===== config.mk =====
export PLATFORM = sky130hd
export DESIGN_NAME = rxd_ring_engine
export DESIGN_NICKNAME = d
export VERILOG_FILES = /design/src/rtl/rxd_pkg.sv /design/src/rtl/rxd_ring_ptr.sv /design/src/rtl/rxd_status_gen.sv /design/src/rtl/rxd_event_regs.sv /design/src/rtl/rxd_ring_engine.sv
export SDC_FILE = /design/constraint.sdc
export NUM_CORES = 1
export LEC_CHECK = 0
export ABC_AREA = 1
export ABC_CLOCK_PERIOD_IN_PS = 2800
export BUFFER_PORTS_ARGS = -buffer_cell sky130_fd_sc_hd__buf_2
export CORE_UTILIZATION = 45
export DETAILED_ROUTE_END_ITERATION = 12
export HOLD_SLACK_MARGIN = 0.15
export PLACE_DENSITY_LB_ADDON = 0.3
export SKIP_LAST_GASP = 1
export SLEW_MARGIN = 20
export SYNTH_ARGS = -nofsm -noshare
export SYNTH_HDL_FRONTEND = slang
export SYNTH_SLANG_ARGS = --single-unit
export TNS_END_PERCENT = 30

===== constraint.sdc =====
create_clock -name clk -period 2.8 [get_ports clk]
set_input_delay 0.14 -clock clk [delete_from_list [all_inputs] [get_ports clk]]
set_output_delay 0.14 -clock clk [all_outputs]
set_load 0.005 [all_outputs]

===== src/rtl/rxd_pkg.sv =====
package rxd_pkg;

  localparam int OWN_BIT   = 31;
  localparam int IOC_BIT   = 30;
  localparam int FIRST_BIT = 29;
  localparam int LAST_BIT  = 28;
  localparam int BVAL_BIT  = 24;
  localparam int ERR_BIT   = 15;
  localparam int PLEN_W    = 15;

  typedef enum logic [3:0] {
    ST_IDLE,
    ST_RD3,
    ST_WAIT3,
    ST_RD0,
    ST_WAIT0,
    ST_BUF,
    ST_WB,
    ST_DONE,
    ST_DROP
  } eng_state_t;

  function automatic logic [31:0] pack_status(input logic [PLEN_W-1:0] len,
                                              input logic err);
    logic [31:0] w;
    w                 = '0;
    w[PLEN_W-1:0]     = len;
    w[ERR_BIT]        = err;
    w[LAST_BIT]       = 1'b1;
    w[FIRST_BIT]      = 1'b1;
    return w;
  endfunction

endpackage


===== src/rtl/rxd_ring_ptr.sv =====
module rxd_ring_ptr #(
  parameter int IDX_W = 4
) (
  input  logic             clk,
  input  logic             rst_n,
  input  logic             run,
  input  logic [IDX_W-1:0] ring_last,
  input  logic [IDX_W-1:0] tail,
  input  logic             advance,
  output logic [IDX_W-1:0] cur,
  output logic             at_tail
);

  logic [IDX_W-1:0] nxt;

  always_comb begin
    if (cur == ring_last) nxt = '0;
    else                  nxt = cur + 1'b1;
  end

  always_ff @(posedge clk or negedge rst_n) begin
    if (!rst_n)       cur <= '0;
    else if (!run)    cur <= '0;
    else if (advance) cur <= nxt;
  end

  assign at_tail = (cur == tail);

endmodule


===== src/rtl/rxd_status_gen.sv =====
module rxd_status_gen
  import rxd_pkg::*;
#(
  parameter int LEN_W = 16,
  parameter int BSZ_W = 14
) (
  input  logic [LEN_W-1:0]  frame_len,
  input  logic              frame_err,
  input  logic [BSZ_W-1:0]  buf_size,
  input  logic              buf_valid,
  output logic [PLEN_W-1:0] store_len,
  output logic [31:0]       status_word
);

  logic             too_long;
  logic [LEN_W-1:0] size_ext;
  logic             err_sum;

  assign size_ext = LEN_W'(buf_size);
  assign too_long = frame_len > size_ext;

  always_comb begin
    if (!buf_valid)    store_len = '0;
    else if (too_long) store_len = PLEN_W'(buf_size);
    else               store_len = PLEN_W'(frame_len);
  end

  assign err_sum     = frame_err | too_long | ~buf_valid;
  assign status_word = pack_status(store_len, err_sum);

endmodule


===== src/rtl/rxd_event_regs.sv =====
module rxd_event_regs #(
  parameter int MISS_W = 16
) (
  input  logic              clk,
  input  logic              rst_n,
  input  logic              miss_inc,
  input  logic              irq_set,
  input  logic              irq_clr,
  output logic              irq,
  output logic [MISS_W-1:0] miss_count
);

  localparam logic [MISS_W-1:0] MISS_MAX = '1;

  always_ff @(posedge clk or negedge rst_n) begin
    if (!rst_n)                                 miss_count <= '0;
    else if (miss_inc && miss_count != MISS_MAX) miss_count <= miss_count + 1'b1;
  end

  always_ff @(posedge clk or negedge rst_n) begin
    if (!rst_n)       irq <= 1'b0;
    else if (irq_set) irq <= 1'b1;
    else if (irq_clr) irq <= 1'b0;
  end

endmodule


===== src/rtl/rxd_ring_engine.sv =====
module rxd_ring_engine
  import rxd_pkg::*;
#(
  parameter int ADDR_W = 32,
  parameter int IDX_W  = 4,
  parameter int LEN_W  = 16,
  parameter int BSZ_W  = 14,
  parameter int MISS_W = 16
) (
  input  logic              clk,
  input  logic              rst_n,
  input  logic              cfg_run,
  input  logic [ADDR_W-1:0] cfg_base,
  input  logic [IDX_W-1:0]  cfg_ring_last,
  input  logic [IDX_W-1:0]  cfg_tail,
  input  logic [BSZ_W-1:0]  cfg_buf_size,
  input  logic              frame_valid,
  output logic              frame_ready,
  input  logic [LEN_W-1:0]  frame_len,
  input  logic              frame_err,
  output logic              desc_req_valid,
  input  logic              desc_req_ready,
  output logic              desc_req_write,
  output logic [ADDR_W-1:0] desc_req_addr,
  output logic [31:0]       desc_req_wdata,
  input  logic              desc_rsp_valid,
  input  logic [31:0]       desc_rsp_data,
  output logic              wbuf_valid,
  input  logic              wbuf_ready,
  output logic [ADDR_W-1:0] wbuf_addr,
  output logic [14:0]       wbuf_len,
  output logic              irq,
  input  logic              irq_clr,
  output logic [MISS_W-1:0] miss_count
);

  localparam int DESC_SHIFT = 4;
  localparam int WORD_SHIFT = 2;

  eng_state_t        state_q, state_d;
  logic [IDX_W-1:0]  cur_idx;
  logic              at_tail;
  logic              advance;
  logic [LEN_W-1:0]  len_q;
  logic              err_q;
  logic              ioc_q;
  logic              bval_q;
  logic [31:0]       word0_q;
  logic [PLEN_W-1:0] store_len;
  logic [31:0]       status_word;
  logic [1:0]        word_sel;
  logic [ADDR_W-1:0] desc_off;
  logic [ADDR_W-1:0] word_off;

  rxd_ring_ptr #(.IDX_W(IDX_W)) ptr_i (
    .clk       (clk),
    .rst_n     (rst_n),
    .run       (cfg_run),
    .ring_last (cfg_ring_last),
    .tail      (cfg_tail),
    .advance   (advance),
    .cur       (cur_idx),
    .at_tail   (at_tail)
  );

  rxd_status_gen #(.LEN_W(LEN_W), .BSZ_W(BSZ_W)) stat_i (
    .frame_len   (len_q),
    .frame_err   (err_q),
    .buf_size    (cfg_buf_size),
    .buf_valid   (bval_q),
    .store_len   (store_len),
    .status_word (status_word)
  );

  rxd_event_regs #(.MISS_W(MISS_W)) evt_i (
    .clk        (clk),
    .rst_n      (rst_n),
    .miss_inc   (state_q == ST_DROP),
    .irq_set    ((state_q == ST_DONE) && ioc_q),
    .irq_clr    (irq_clr),
    .irq        (irq),
    .miss_count (miss_count)
  );

  // next state
  always_comb begin
    state_d = state_q;
    unique case (state_q)
      ST_IDLE: begin
        if (cfg_run && frame_valid) state_d = at_tail ? ST_DROP : ST_RD3;
      end
      ST_RD3:   if (desc_req_ready) state_d = ST_WAIT3;
      ST_WAIT3: begin
        if (desc_rsp_valid) begin
          if (!desc_rsp_data[OWN_BIT])       state_d = ST_DROP;
          else if (desc_rsp_data[BVAL_BIT])  state_d = ST_RD0;
          else                               state_d = ST_WB;
        end
      end
      ST_RD0:   if (desc_req_ready) state_d = ST_WAIT0;
      ST_WAIT0: if (desc_rsp_valid) state_d = ST_BUF;
      ST_BUF:   if (wbuf_ready)     state_d = ST_WB;
      ST_WB:    if (desc_req_ready) state_d = ST_DONE;
      ST_DONE:  state_d = ST_IDLE;
      ST_DROP:  state_d = ST_IDLE;
      default:  state_d = ST_IDLE;
    endcase
  end

  always_ff @(posedge clk or negedge rst_n) begin
    if (!rst_n) state_q <= ST_IDLE;
    else        state_q <= state_d;
  end

  // frame capture at start of handling
  always_ff @(posedge clk or negedge rst_n) begin
    if (!rst_n) begin
      len_q <= '0;
      err_q <= 1'b0;
    end else if (state_q == ST_IDLE && cfg_run && frame_valid) begin
      len_q <= frame_len;
      err_q <= frame_err;
    end
  end

  // control word flags
  always_ff @(posedge clk or negedge rst_n) begin
    if (!rst_n) begin
      ioc_q  <= 1'b0;
      bval_q <= 1'b0;
    end else if (state_q == ST_WAIT3 && desc_rsp_valid) begin
      ioc_q  <= desc_rsp_data[IOC_BIT];
      bval_q <= desc_rsp_data[BVAL_BIT];
    end
  end

  // buffer address
  always_ff @(posedge clk or negedge rst_n) begin
    if (!rst_n)                                  word0_q <= '0;
    else if (state_q == ST_WAIT0 && desc_rsp_valid) word0_q <= desc_rsp_data;
  end

  // descriptor request
  assign word_sel = (state_q == ST_RD0) ? 2'd0 : 2'd3;
  assign desc_off = ADDR_W'(cur_idx) << DESC_SHIFT;
  assign word_off = ADDR_W'(word_sel) << WORD_SHIFT;

  assign desc_req_valid = (state_q == ST_RD3) || (state_q == ST_RD0) || (state_q == ST_WB);
  assign desc_req_write = (state_q == ST_WB);
  assign desc_req_addr  = cfg_base + desc_off + word_off;
  assign desc_req_wdata = (state_q == ST_WB) ? status_word : 32'h0;

  // buffer stream
  assign wbuf_valid = (state_q == ST_BUF);
  assign wbuf_addr  = word0_q[ADDR_W-1:0];
  assign wbuf_len   = store_len;

  // frame stream and ring advance
  assign frame_ready = (state_q == ST_DONE) || (state_q == ST_DROP);
  assign advance     = (state_q == ST_DONE);

endmodule


# Yosys cells after proc, flatten, opt, wreduce, memory -nomap -nowiden
# Index checks and enable logic that the tools add are counted.
totals:
  regBits: 76
  out_inout_bits: 132
  wordCells: 69
classes:
  addsub: 4
  n_lt_le_gt_ge: 1
  eq_ne: 19
  n_mux: 20
  bitwise: 3
  n_reduce_logical: 13
op_table:
  columns: ["operator", "n"]
  rows:
  - ["$mux W4", 12]
  - ["$add A32 B4 Y32", 1]
  - ["$add A32 B8 Y32", 1]
  - ["$mux W15", 2]
  - ["$mux W30", 1]
  - ["$pmux W4 S7", 1]
  - ["$add A16 B1 Y16 const B", 1]
  - ["$eq A4 B3 Y1 const B", 4]
  - ["$gt A16 B14 Y1", 1]
  - ["$ne A16 B16 Y1 const B", 1]
  - ["$ne A2 B2 Y1 const B", 6]
  - ["$eq A4 B2 Y1 const B", 2]
  - ["$eq A4 B4 Y1", 2]
  - ["$logic_and A1 B1 Y1", 7]
  - ["$reduce_and A7 Y1", 1]
  - ["$add A4 B1 Y4 const B", 1]
  - ["$eq A4 B1 Y1 const B", 1]
  - ["$eq A4 B4 Y1 const B", 1]
  - ["$logic_not A4 Y1", 1]
  - ["$ne A2 B1 Y1 const B", 2]
  - ["$logic_or A1 B1 Y1", 3]
  - ["$mux W3", 1]
  - ["$mux W1", 2]
  - ["$mux W2", 1]
  - ["other kinds (3)", 4]

# Depth between registers and ports, before layout
# Gate-level depths: netlist (run 1).
logic_depth:
  depth_word: 4
  ltp_mapped: 16

# Cells and area by module
# A second synthesis (run 1) with hierarchy kept.
unflattened:
  hier_cells: 887
  area_unflattened_um2: 6206.0
modules_own_cells:
  columns: ["mod", "instances", "cells_each", "area_each_um2"]
  rows:
  - ["rxd_ring_engine", 1, 512, 3784.9]
  - ["rxd_event_regs", 1, 157, 1087.3]
  - ["rxd_status_gen", 1, 166, 985.9]
  - ["rxd_ring_ptr", 1, 52, 347.8]

# Worst setup path before layout (run 1)
# No wires, ideal clock.
synth_path:
  kind: "flip-flop to output port"
  start: "reg state_q[2]"
  end: "out desc_req_addr[14]"
  arrival_time_ps: 2119
  required_ps: 2660
  path_slack_ps: 541
  stages_incl_launch_ff: 15
  path_buffers: 0
  path_cell_list: "dfrtp_1 -> nor2_1 -> inv_2 -> nor2_1 -> inv_1 -> ha_1 -> inv_1 -> fa_1 -> nand3b_1 -> nand2_1 -> a21oi_2 -> nor2_4 -> nand2_2 -> nor2_4 -> xor2_1"
synth_via:
  elab_chain_len: 3
synth_rtl:
  columns: ["item", "line", "text"]
  rows:
  - ["start: declaration", "rxd_ring_engine.sv:40", "eng_state_t state_q, state_d;"]
  - ["start signal: assignment", "rxd_ring_engine.sv:112", "else state_q <= state_d;"]
  - ["$eq A4 B2 Y1", "rxd_ring_engine.sv:144", "assign word_sel = (state_q == ST_RD0) ? 2'd0 : 2'd3;"]
  - ["$mux W2", "rxd_ring_engine.sv:144", null]
  - ["$add A32 B4 Y32", "rxd_ring_engine.sv:150", "assign desc_req_addr = cfg_base + desc_off + word_off;"]
  - ["end: declaration", "rxd_ring_engine.sv:24", "output logic [ADDR_W-1:0] desc_req_addr,"]
# Every way passes these cells.

# Worst setup path in the final report (run 1)
layout_path:
  start: "reg state_q[2]"
  end: "out desc_req_addr[30]"
# Same word-level chain as after synthesis.

==> reports/summary.txt, run 1 <==
Async SR Flop Fraction = 100%
CTS clk-pin slew, worst paths = 0.06 ns
I/O pins = 243
port buffer count = 222
global-route wire length before repair = 19.9 mm
CTS root buffer = clkbuf_16
vias in the first global route = 4430
CTS tree = yes
n_diodes = 0
DR vias = 4977
FMAX = 0.358 GHz
Worst R2R Setup Slack = 0.88 ns
area grow syn2layout = 39.1%
nature of the critical path endpoint = primary output
Setup violations, final = 0
Initial Utilization = 46.0%
Hold Crit Start = desc_rsp_valid
Cell Chain, Critical Path = nor2_2 > inv_2 > nor2_4 > inv_2 > ha_4 > inv_4 > fa_2 > nand3b_1 > nand2_2 > a21oi_4 > nor2_4 > nand2_2 > nor2_4 > nand2_1 > nand2_1 > nand2_1 > buf_2
total congestion overflow = 0
largest net degree at the start of global routing = 77
initial antenna violation count = 0
storage element area = 1900 um2
fin crit period = 2.79 ns
clock sink count = 76
layout cells sized above 1 = 34.9%
Slew @ Worst Pin = 0.967 ns
die height = 110 um
status = complete, no violations
DR WL/cell = 12.6 um
clk_lat worst skew = 0.33 ns
CTS H-tree lvls = 3
slew margin rel. = 35.5%
max cap viols = 0
Post-Syn Area = 5250 um2
crit path DAT = 2.65 ns
register area share after synthesis = 36.2%
worst path buffer plus inverter count = 4
EDFF count, synth = 0
Leak = 4.12 nW
NumNets Final = 1047
Critical Path RT = 2.66 ns
Synth cell types = 41
Tightest Hold Check Type = in2reg
peak supply drop = 0.000454 V
RSZ-0062 raised after global routing = true
Power Dens Cells = 723 nW/um2
pre-CTS setup slack = 0.206 ns
Final Util = 64.0%
Final Max Slew Viols = 0
synthesized area per cell = 8.27 um2
Worst setup SP type = flop
post-detail-place hpwl = 9.55 mm
total wire length = 13.4 mm
crit path from = state_q[2]
1st-iter DRT viols = 266
CP delay by family, top = simple AND/OR/NAND/NOR gates
Hold Vio Cnt, Final = 0
gpl congestion = 0.891
core area = 11400 um2
area occupied by multi-input gates = 2830 um2
final worst-path cycle share = 99.6%
antenna viol nets, final = 0
yosys warns = 0
first-pass iteration count of the detailed router = 4
reg2reg path depth = 9
worst setup path endpoint = desc_req_addr[30]
Worst Clk Skew = 0.00675 ns
delay of the slowest critical-path stage = 0.38 ns
CTS buffer count = 9
worst-case clock buffer depth = 2
RR Endpoint = evt_i.miss_count[14]
vias per cell = 4.69
DRC = 0
CP max stage cell = fa_2
worst r2r src = evt_i.miss_count[0]
GRT Resource Usage Total = 21.2%
die area = 12100 um2
Gate Count Post-Synth = 635
#FFs+latches synth = 76
Synth Flop Type = dfrtp_1
critical path class = reg2out
final worst slack = 0.0103 ns
Die X = 110 um
CP max FO = 7
CP Depth = 17
Cell Rows = 39
FILL cells = 982
-- worst min path at each step --
stage                       end  slack [ns]  cells past startpoint
2_1_floorplan            bval_q       -0.16                      0
3_3_place_gp   desc_req_addr[1]        0.28                      0
3_5_place_dp   desc_req_addr[1]        0.28                      0
4_1_cts                  bval_q        0.19                      3
5_1_grt                   ioc_q        0.21                      3
6_report                 bval_q        0.18                      3
-- kinds of logic after synthesis --
family	synth area share, %
xor gates and xnor gates	8.17
DFF	36.2
and+or+nand+nor	24.1
buffers and inverters	11.8
other	0.0714
adders and majority gates	5.62
AOI/OAI and AO/OA	5.45
muxes	8.57
-- flip-flops by register name, summed over array words and instances (netlist names) --
name / flops
bval_q: 1
err_q: 1
evt_i.irq: 1
evt_i.miss_count: 16
ioc_q: 1
len_q: 16
ptr_i.cur: 4
state_q: 4
wbuf_addr: 32
-- stage by stage --
stage / hold WS (ns) / TNS [ns] / instance area, um2 / cells / power (mW)
after floorplan: -0.156 / 0 / 5310 / 650 / 3.21
after global placement: 0.280 / 0 / 6360 / 983 / 3.92
after detailed placement: 0.280 / 0 / 6360 / 983 / 3.96
after CTS: 0.185 / 0 / 7240 / 1057 / 5.27
after global routing: 0.215 / -0.507 / 7310 / 1061 / 5.72
final: 0.183 / 0 / 7310 / 1061 / 5.28
-- repair_timing --
item,4_1_cts,5_1_grt
resized for setup,4,10
buffers inserted,5,4
hold buffers,53,0
hold endpoints to repair,131,0
setup endpoints to repair,14,15
pin swaps,3,8
-- layer usage --
metal | GRT usage (%) | vias to the layer above | routed length [um]
met2 | 36.6 | 174 | 6470
met5 | 0 | - | 0
met4 | 6.76 | 0 | 206
li1 | - | 2546 | -
met1 | 26.0 | 2238 | 5850
met3 | 4.94 | 19 | 873
-- cells in the final DEF (no fill, tap or decap), drive strengths merged --
master / count
nand2: 117
a21oi: 30
nand3b: 4
nor4: 2
o21a: 1
dfrtp: 76
fa: 1
nor2: 70
o22ai: 1
nor3b: 1
a311oi: 1
clkbuf: 11
o31ai: 1
buf: 232
mux2: 32
xor2: 29
nand3: 50
bufinv: 1
nand4: 10
conb: 16
a21o: 3
o21ai: 14
a31oi: 1
or2: 1
clkinvlp: 1
dlygate4sd3: 53
nor3: 16
ha: 22
inv: 99
clkinv: 2
xnor2: 20
-- Yosys cell counts, types with 7 or more instances --
library cell	instances	share of area [%]
nand2_1	109	7.8
inv_1	92	6.6
dfrtp_1	76	36
nor2_1	61	4.4
nand3_1	48	4.6
a21oi_1	29	2.8
xor2_1	29	4.8
mux2_4	24	6.9
buf_4	23	3.3
ha_1	22	5.2
xnor2_1	20	3.3
nor3_1	12	1.1
nand4_1	10	1.2
o21ai_0	8	0.76
mux2_2	7	1.5
-- area by class of cell --
class	count	share of cell area, %
clock inverter	5	0.822
multi-input combinational	443	38.8
tap	143	2.45
timing repair buffer	285	23.5
clock buffer	11	3.32
sequential	76	26.0
inverter	98	5.07
-- worst reg2reg max path, stage by stage, from the launching register on --
cell	delay [ns]
dfrtp_1	0.43
ha_1	0.21
nand3_1	0.12
nor3_1	0.17
nand3_1	0.09
nand2_1	0.36
inv_2	0.13
nand2_1	0.13
nor2_2	0.05
xor2_1	0.13
-- where the power goes --
group	total, mW	switching (mW)	internal (mW)
Sequential	1.77	0.268	1.51
Clock	1.19	0.467	0.718
Combinational	2.32	1.17	1.15
Total	5.28	1.90	3.38
Power figures use the tool's default switching activity.
==> run 2: changes to the inputs <==
--- a/config.mk
+++ b/config.mk
@@ -10,6 +10,7 @@
 export BUFFER_PORTS_ARGS = -buffer_cell sky130_fd_sc_hd__buf_2
 export CORE_UTILIZATION = 45
 export DETAILED_ROUTE_END_ITERATION = 12
+export GPL_TIMING_DRIVEN = 0
 export HOLD_SLACK_MARGIN = 0.15
 export PLACE_DENSITY_LB_ADDON = 0.3
 export SKIP_LAST_GASP = 1
==> run 2 against run 1 <==
Compared with the run above:
- critical path type unchanged
- worst hold slack about the same
- critical path depth decreased by 2
- via count increased by 4.1%
- flip-flop and latch count unchanged
- first-iteration DRC count increased by 15%
- non-clock buffer count increased by 41
==> reports/summary.txt, run 2 (synthesis results as in run 1) <==
status = complete, no violations
CTS H-tree lvls = 3 (unchanged)
area occupied by multi-input gates = 2830 um2 (-0.18%)
first-pass iteration count of the detailed router = 5 (+1)
GRT Resource Usage Total = 23.1% (+1.9 points)
DR WL/cell = 12.8 um (+1.8%)
post-detail-place hpwl = 10.3 mm (+8.2%)
DRC = 0 (unchanged)
Initial Utilization = 46.0% (unchanged)
FILL cells = 963 (-1.9%)
peak supply drop = 0.000530 V (+17%)
clock share of power = 21.8% (-0.6 points)
clock sink count = 76 (unchanged)
total wire length = 14.2 mm (+5.7%)
Worst Clk Skew = 0.00863 ns (+0.00189 ns)
pre-CTS setup slack = 0.0902 ns (-0.116 ns)
Worst setup SP type = flop
highest metal used = met4
Design Power = 5.43 mW (+2.8%)
Cell Rows = 39 (unchanged)
worst path buffer plus inverter count = 4 (unchanged)
I/O pins = 243 (unchanged)
1st-iter DRT viols = 305 (+15%)
Die X = 110 um (unchanged)
routed metal-1 wire length = 5.92 mm (+1.2%)
Switching Fraction = 36.2% (+0.19 points)
largest net degree at the start of global routing = 40 (-48%)
Setup violations, final = 0 (unchanged)
Critical Path RT = 2.66 ns (about the same)
CP max stage cell = dfrtp_1
RSZ-0062 raised after global routing = true
layout cells sized above 1 = 37.2% (+2.4 points)
core area = 11400 um2 (unchanged)
slew margin rel. = 63.3% (+28 points)
global-route wire length before repair = 21.7 mm (+9.1%)
max cap viols = 0 (unchanged)
CTS root buffer = clkbuf_16
fin crit period = 2.74 ns (-0.0515 ns)
crit path DAT = 2.60 ns (-0.05 ns)
antenna viol nets, final = 0 (unchanged)
Seq pwr share = 32.2% (-1.4 points)
NumNets Final = 1088 (+3.9%)
Cell Chain, Critical Path = nor2_2 > inv_2 > nor2_4 > inv_2 > buf_4 > ha_1 > nand2_1 > o21ai_2 > nand3_1 > nand2_2 > nand2_2 > nor2_4 > nand2_1 > xor2_1 > buf_2
vias per cell = 4.70 (+0.26%)
CTS buffer count = 9 (unchanged)
non-filler cells, final = 1102 (+3.9%)
CTS clk-pin slew, worst paths = 0.06 ns (about the same)
CP max FO = 4 (-3)
Worst R2R Setup Slack = 1.10 ns (+0.22 ns)
FMAX = 0.365 GHz (+1.9%)
DR vias = 5183 (+4.1%)
die height = 110 um (unchanged)
Slew @ Worst Pin = 0.550 ns (-0.416 ns)
Leak = 4.32 nW (+4.9%)
Final Max Slew Viols = 0 (unchanged)
most common cell after layout, fill and taps aside = buf_2
met2 WL = 7.15 mm (+11%)
critical path class = reg2out
initial antenna violation count = 0 (unchanged)
Pint = 3.46 mW (+2.5%)
worst-case clock buffer depth = 2 (unchanged)
port buffer count = 224 (+0.90%)
Hold Vio Cnt, Final = 0 (unchanged)
Power Dens Cells = 711 nW/um2 (-1.6%)
CTS tree = yes
gpl congestion = 0.891 (about the same)
CP delay by family, top = simple AND/OR/NAND/NOR gates
final worst slack = 0.0618 ns (+0.0515 ns)
delay of the slowest critical-path stage = 0.39 ns (about the same)
die area = 12100 um2 (unchanged)
max FFs per register = 32 (unchanged)
met3 wire length = 871 um (-0.23%)
total congestion overflow = 0 (unchanged)
final worst-path cycle share = 97.8% (-1.8 points)
Gate power share = 46.0% (+2.0 points)
area grow syn2layout = 45.3%
Placed Instances = 1018 (+3.6%)
Psw = 1.97 mW (+3.3%)
nature of the critical path endpoint = primary output
commonest cells after routing, fill and taps aside = 225 x buf_2, 107 x nand2_1, 90 x inv_1
clk_lat worst skew = 0.33 ns (about the same)
vias in the first global route = 4876 (+10%)
worst hold margin = 0.183 ns (+0.000125 ns)
Tightest Hold Check Type = in2reg
storage element area = 1900 um2 (unchanged)
n_diodes = 0 (unchanged)
run 2: cell types whose count changed in the layout (fill, tap and decap cells not counted):
| cell | previous run | this run |
|---|---|---|
| buf_4 | 11 | 38 |
| buf_6 | 0 | 5 |
| buf_2 | 221 | 225 |
| buf_12 | 0 | 2 |
| clkbuf_1 | 1 | 3 |
| clkbuf_8 | 1 | 0 |
| clkinv_2 | 1 | 0 |
| clkinvlp_4 | 1 | 2 |
| inv_6 | 1 | 2 |
| inv_8 | 0 | 1 |
| nand2_1 | 106 | 107 |
| nand2_2 | 8 | 7 |
| nor2_1 | 58 | 59 |
| nor2_2 | 5 | 4 |
run 2: repair_timing:
action,CTS,global route
pin swaps,6,10
gates resized for setup,7,5
hold buffers,53,0
hold endpoints to repair,92,0
setup buffers,9,6
endpoints found under the setup margin,17,14
run 2: worst register-to-register path, delay by kind of cell, from the launching register on:
family | cells | cell delay (ns)
AND/OR/NAND/NOR | 5 | 0.86
XOR/XNOR | 1 | 0.14
adder cells (fa/ha/maj) | 1 | 0.20
flip-flops | 1 | 0.43
run 2: layout make-up:
type / instances / share of cell area, %
multi-input combinational: 443 / 37.0
sequential: 76 / 24.9
timing repair buffer: 293 / 23.6
inverter: 98 / 4.85
buffer: 33 / 3.28
clock buffer: 9 / 2.95
tap: 143 / 2.34
clock inverter: 7 / 1.08
run 2: power by group through the flow:
| stage | sequential (mW) | clock (mW) | combinational [mW] |
|---|---|---|---|
| after floorplan | 1.76 | 0 | 1.46 |
| after global placement | 1.74 | 0 | 2.25 |
| after detailed placement | 1.76 | 0 | 2.30 |
| after CTS | 1.74 | 1.21 | 2.46 |
| after global routing | 1.81 | 1.25 | 2.82 |
| final | 1.75 | 1.18 | 2.50 |
run 2: path summary, 6_finish.rpt:
path,start,end,cells past startpoint
setup / recovery,state_q[2],desc_req_addr[25],15
hold / removal,desc_rsp_valid,bval_q,3
setup reg to reg,evt_i.miss_count[0],evt_i.miss_count[14],7
hold reg to reg,wbuf_addr[24],wbuf_addr[24],2
max in group asynchronous,rst_n,state_q[2],3
min in group asynchronous,rst_n,wbuf_addr[9],2
run 2: layer usage:
metal | GRT usage [%] | vias up
li1 | - | 2627
met1 | 26.9 | 2362
met2 | 42.0 | 178
met3 | 4.82 | 16
met4 | 7.33 | 0
met5 | 0 | -
run 2: per-stage QoR:
step / TNS [ns] / area [um2] / util, %
2_1_floorplan: 0 / 5310 / -
3_3_place_gp: 0 / 6610 / 57.9
3_5_place_dp: 0 / 6630 / 58.1
4_1_cts: 0 / 7570 / 66.3
5_1_grt: -0.464 / 7640 / 66.9
6_report: 0 / 7640 / 66.9
==> run 3: changes to the inputs <==
--- a/config.mk
+++ b/config.mk
@@ -6,9 +6,9 @@
 export NUM_CORES = 1
 export LEC_CHECK = 0
 export ABC_AREA = 1
-export ABC_CLOCK_PERIOD_IN_PS = 2800
+export ABC_CLOCK_PERIOD_IN_PS = 2300
 export BUFFER_PORTS_ARGS = -buffer_cell sky130_fd_sc_hd__buf_2
-export CORE_UTILIZATION = 45
+export CORE_UTILIZATION = 43
 export DETAILED_ROUTE_END_ITERATION = 12
 export GPL_TIMING_DRIVEN = 0
 export HOLD_SLACK_MARGIN = 0.15
==> constraint.sdc (replaced) <==
create_clock -name clk -period 2.3 [get_ports clk]
set_input_delay 0.23 -clock clk [delete_from_list [all_inputs] [get_ports clk]]
set_output_delay 0.23 -clock clk [all_outputs]
set_load 0.005 [all_outputs]
==> run 3 against run 2 <==
Compared with the run above:
- the run now ends with negative setup slack left
- critical path depth increased by 1
- register-to-register slack got worse by 0.92 ns
- sequential share of layout area is 0.11 points lower
- clock power rose by 22%
- total power increased by 24%
- utilization shrank 2.7 points
- critical path type unchanged
- via count rose by 0.60%
- clock skew increased by 0.00073 ns
==> reports/summary.txt, run 3 (synthesis results as in run 1) <==
CTS H-tree lvls = 3 (unchanged)
fin crit period = 2.83 ns
critical path class = reg2out
Die X = 113 um (+2.3%)
CP max FO = 6 (+2)
non-filler cells, final = 1102 (unchanged)
Cell Rows = 40 (+2.6%)
Leak = 4.36 nW (+1.0%)
Setup violations, final = 48 (+48)
DRC = 0 (unchanged)
Power Dens Cells = 878 nW/um2 (+24%)
first-pass iteration count of the detailed router = 5 (unchanged)
status = complete, but fails checks
Final Max Slew Viols = 0 (unchanged)
global-route wire length before repair = 22.9 mm (+5.1%)
FILL cells = 1024 (+6.3%)
vias in the first global route = 4943 (+1.4%)
total wire length = 14.6 mm (+2.9%)
CTS tree = yes
final worst-path cycle share = 123%
final worst slack = -0.527 ns (-0.589 ns)
nature of the critical path endpoint = primary output
gpl congestion = 0.864 (-3.0%)
Tightest Hold Check Type = in2reg
Initial Utilization = 43.9% (-2.1 points)
Design Power = 6.74 mW (+24%)
1st-iter DRT viols = 253 (-17%)
worst-case clock buffer depth = 2 (unchanged)
crit path from = state_q[0]
Hold Crit Start = frame_len[0]
CTS clk-pin slew, worst paths = 0.06 ns (about the same)
DR vias = 5214 (+0.60%)
I/O pins = 243 (unchanged)
layout cells sized above 1 = 39.4% (+2.1 points)
max FFs per register = 32 (unchanged)
Worst setup SP type = flop
largest net degree at the start of global routing = 56 (+40%)
GRT Resource Usage Total = 23.0% (-0.12 points)
Placed Instances = 1022 (+0.39%)
FMAX = 0.354 GHz
die height = 113 um (+2.3%)
die area = 12700 um2 (+4.6%)
area grow syn2layout = 46.1%
Worst Clk Skew = 0.00936 ns (+0.000729 ns)
post-detail-place hpwl = 10.4 mm (+0.66%)
DR WL/cell = 13.2 um (+2.9%)
Critical Path RT = 2.07 ns (-0.59 ns)
crit path DAT = 2.60 ns (about the same)
worst r2r src = state_q[2]
initial antenna violation count = 0 (unchanged)
clock sink count = 76 (unchanged)
storage element area = 1900 um2 (about the same)
antenna viol nets, final = 0 (unchanged)
most common cell after layout, fill and taps aside = buf_2
CTS buffer count = 9 (unchanged)
n_diodes = 0 (unchanged)
Hold Vio Cnt, Final = 0 (unchanged)
clk_lat worst skew = 0.34 ns (about the same)
total congestion overflow = 0 (unchanged)
port buffer count = 224 (unchanged)
max cap viols = 0 (unchanged)
NumNets Final = 1084 (-0.37%)
core area = 12000 um2 (+4.8%)
commonest cells after routing, fill and taps aside = 225 x buf_2, 104 x nand2_1, 90 x inv_1
peak supply drop = 0.000524 V (-1.1%)
vias per cell = 4.73 (+0.60%)
CTS root buffer = clkbuf_16
area occupied by multi-input gates = 2920 um2 (+3.2%)
RSZ-0062 raised after global routing = true
failing checks = negative setup slack
pre-CTS setup slack = -0.390 ns (-0.480 ns)
==> run 3: layout make-up <==
class | count | area share, %
plain buffers | 33 | 3.28
clock buffers | 11 | 3.16
clock inverters | 5 | 0.783
inverters | 98 | 4.83
multi-input cells | 443 | 38.0
flip-flops and latches | 76 | 24.8
well taps | 147 | 2.40
repair buffers | 289 | 22.7
==> run 3: per-stage QoR <==
step                      hold WS [ns]  TNS [ns]  util (%)  cell area (um2)
after floorplan                -0.0656   -0.0486         -             5320
after global placement           0.419     -4.62      55.4             6620
after detailed placement         0.149     -4.98      55.6             6650
after CTS                        0.152    -19.22      63.6             7610
after global routing             0.165    -22.00      64.2             7670
final                            0.156    -12.97      64.2             7670
==> run 3: critical path: stages (launching register included) <==
cell and delay [ns]:
dfrtp_2 0.43, nand2_4 0.09, nor2_4 0.04, inv_2 0.07, ha_4 0.14, inv_4 0.04, fa_2 0.32, nand3b_1 0.18
nand2_2 0.11, a21oi_4 0.07, nor2_4 0.19, nand2_2 0.11, nor2_4 0.16, nand2_1 0.06, nand2_1 0.06, nand2_1 0.05
buf_2 0.12
==> run 3: worst paths after layout <==
check	to	slack, ns	cells after the start
min	len_q[0]	0.16	3
max	desc_req_addr[22]	-0.53	16
max reg2reg	len_q[15]	0.18	11
max in group asynchronous	state_q[0]	1.40	3
min in group asynchronous	wbuf_addr[14]	0.33	2
min reg2reg	wbuf_addr[24]	0.49	2
==> run 3: power by group <==
group	leakage, nW	total [mW]	internal [mW]	switching, mW
Clock	0.146	1.44	0.874	0.563
Sequential	0.939	2.14	1.84	0.304
Combinational	3.28	3.16	1.60	1.57
Total	4.36	6.74	4.31	2.43
==> run 3: layer usage <==
layer,track usage [%],vias to the layer above,share of wire (%)
li1,-,2615,-
met1,28.1,2383,43
met2,39.5,185,49
met3,4.43,31,5.2
met4,9.87,0,2.6
met5,0,-,0
==> run 3: repair_timing <==
item / 4_1_cts / 5_1_grt
endpoints found under the hold margin: 115 / 0
resized for setup: 18 / 15
pin swaps: 16 / 16
buffers inserted: 23 / 7
hold buffers: 40 / 0
setup endpoints to repair: 51 / 79
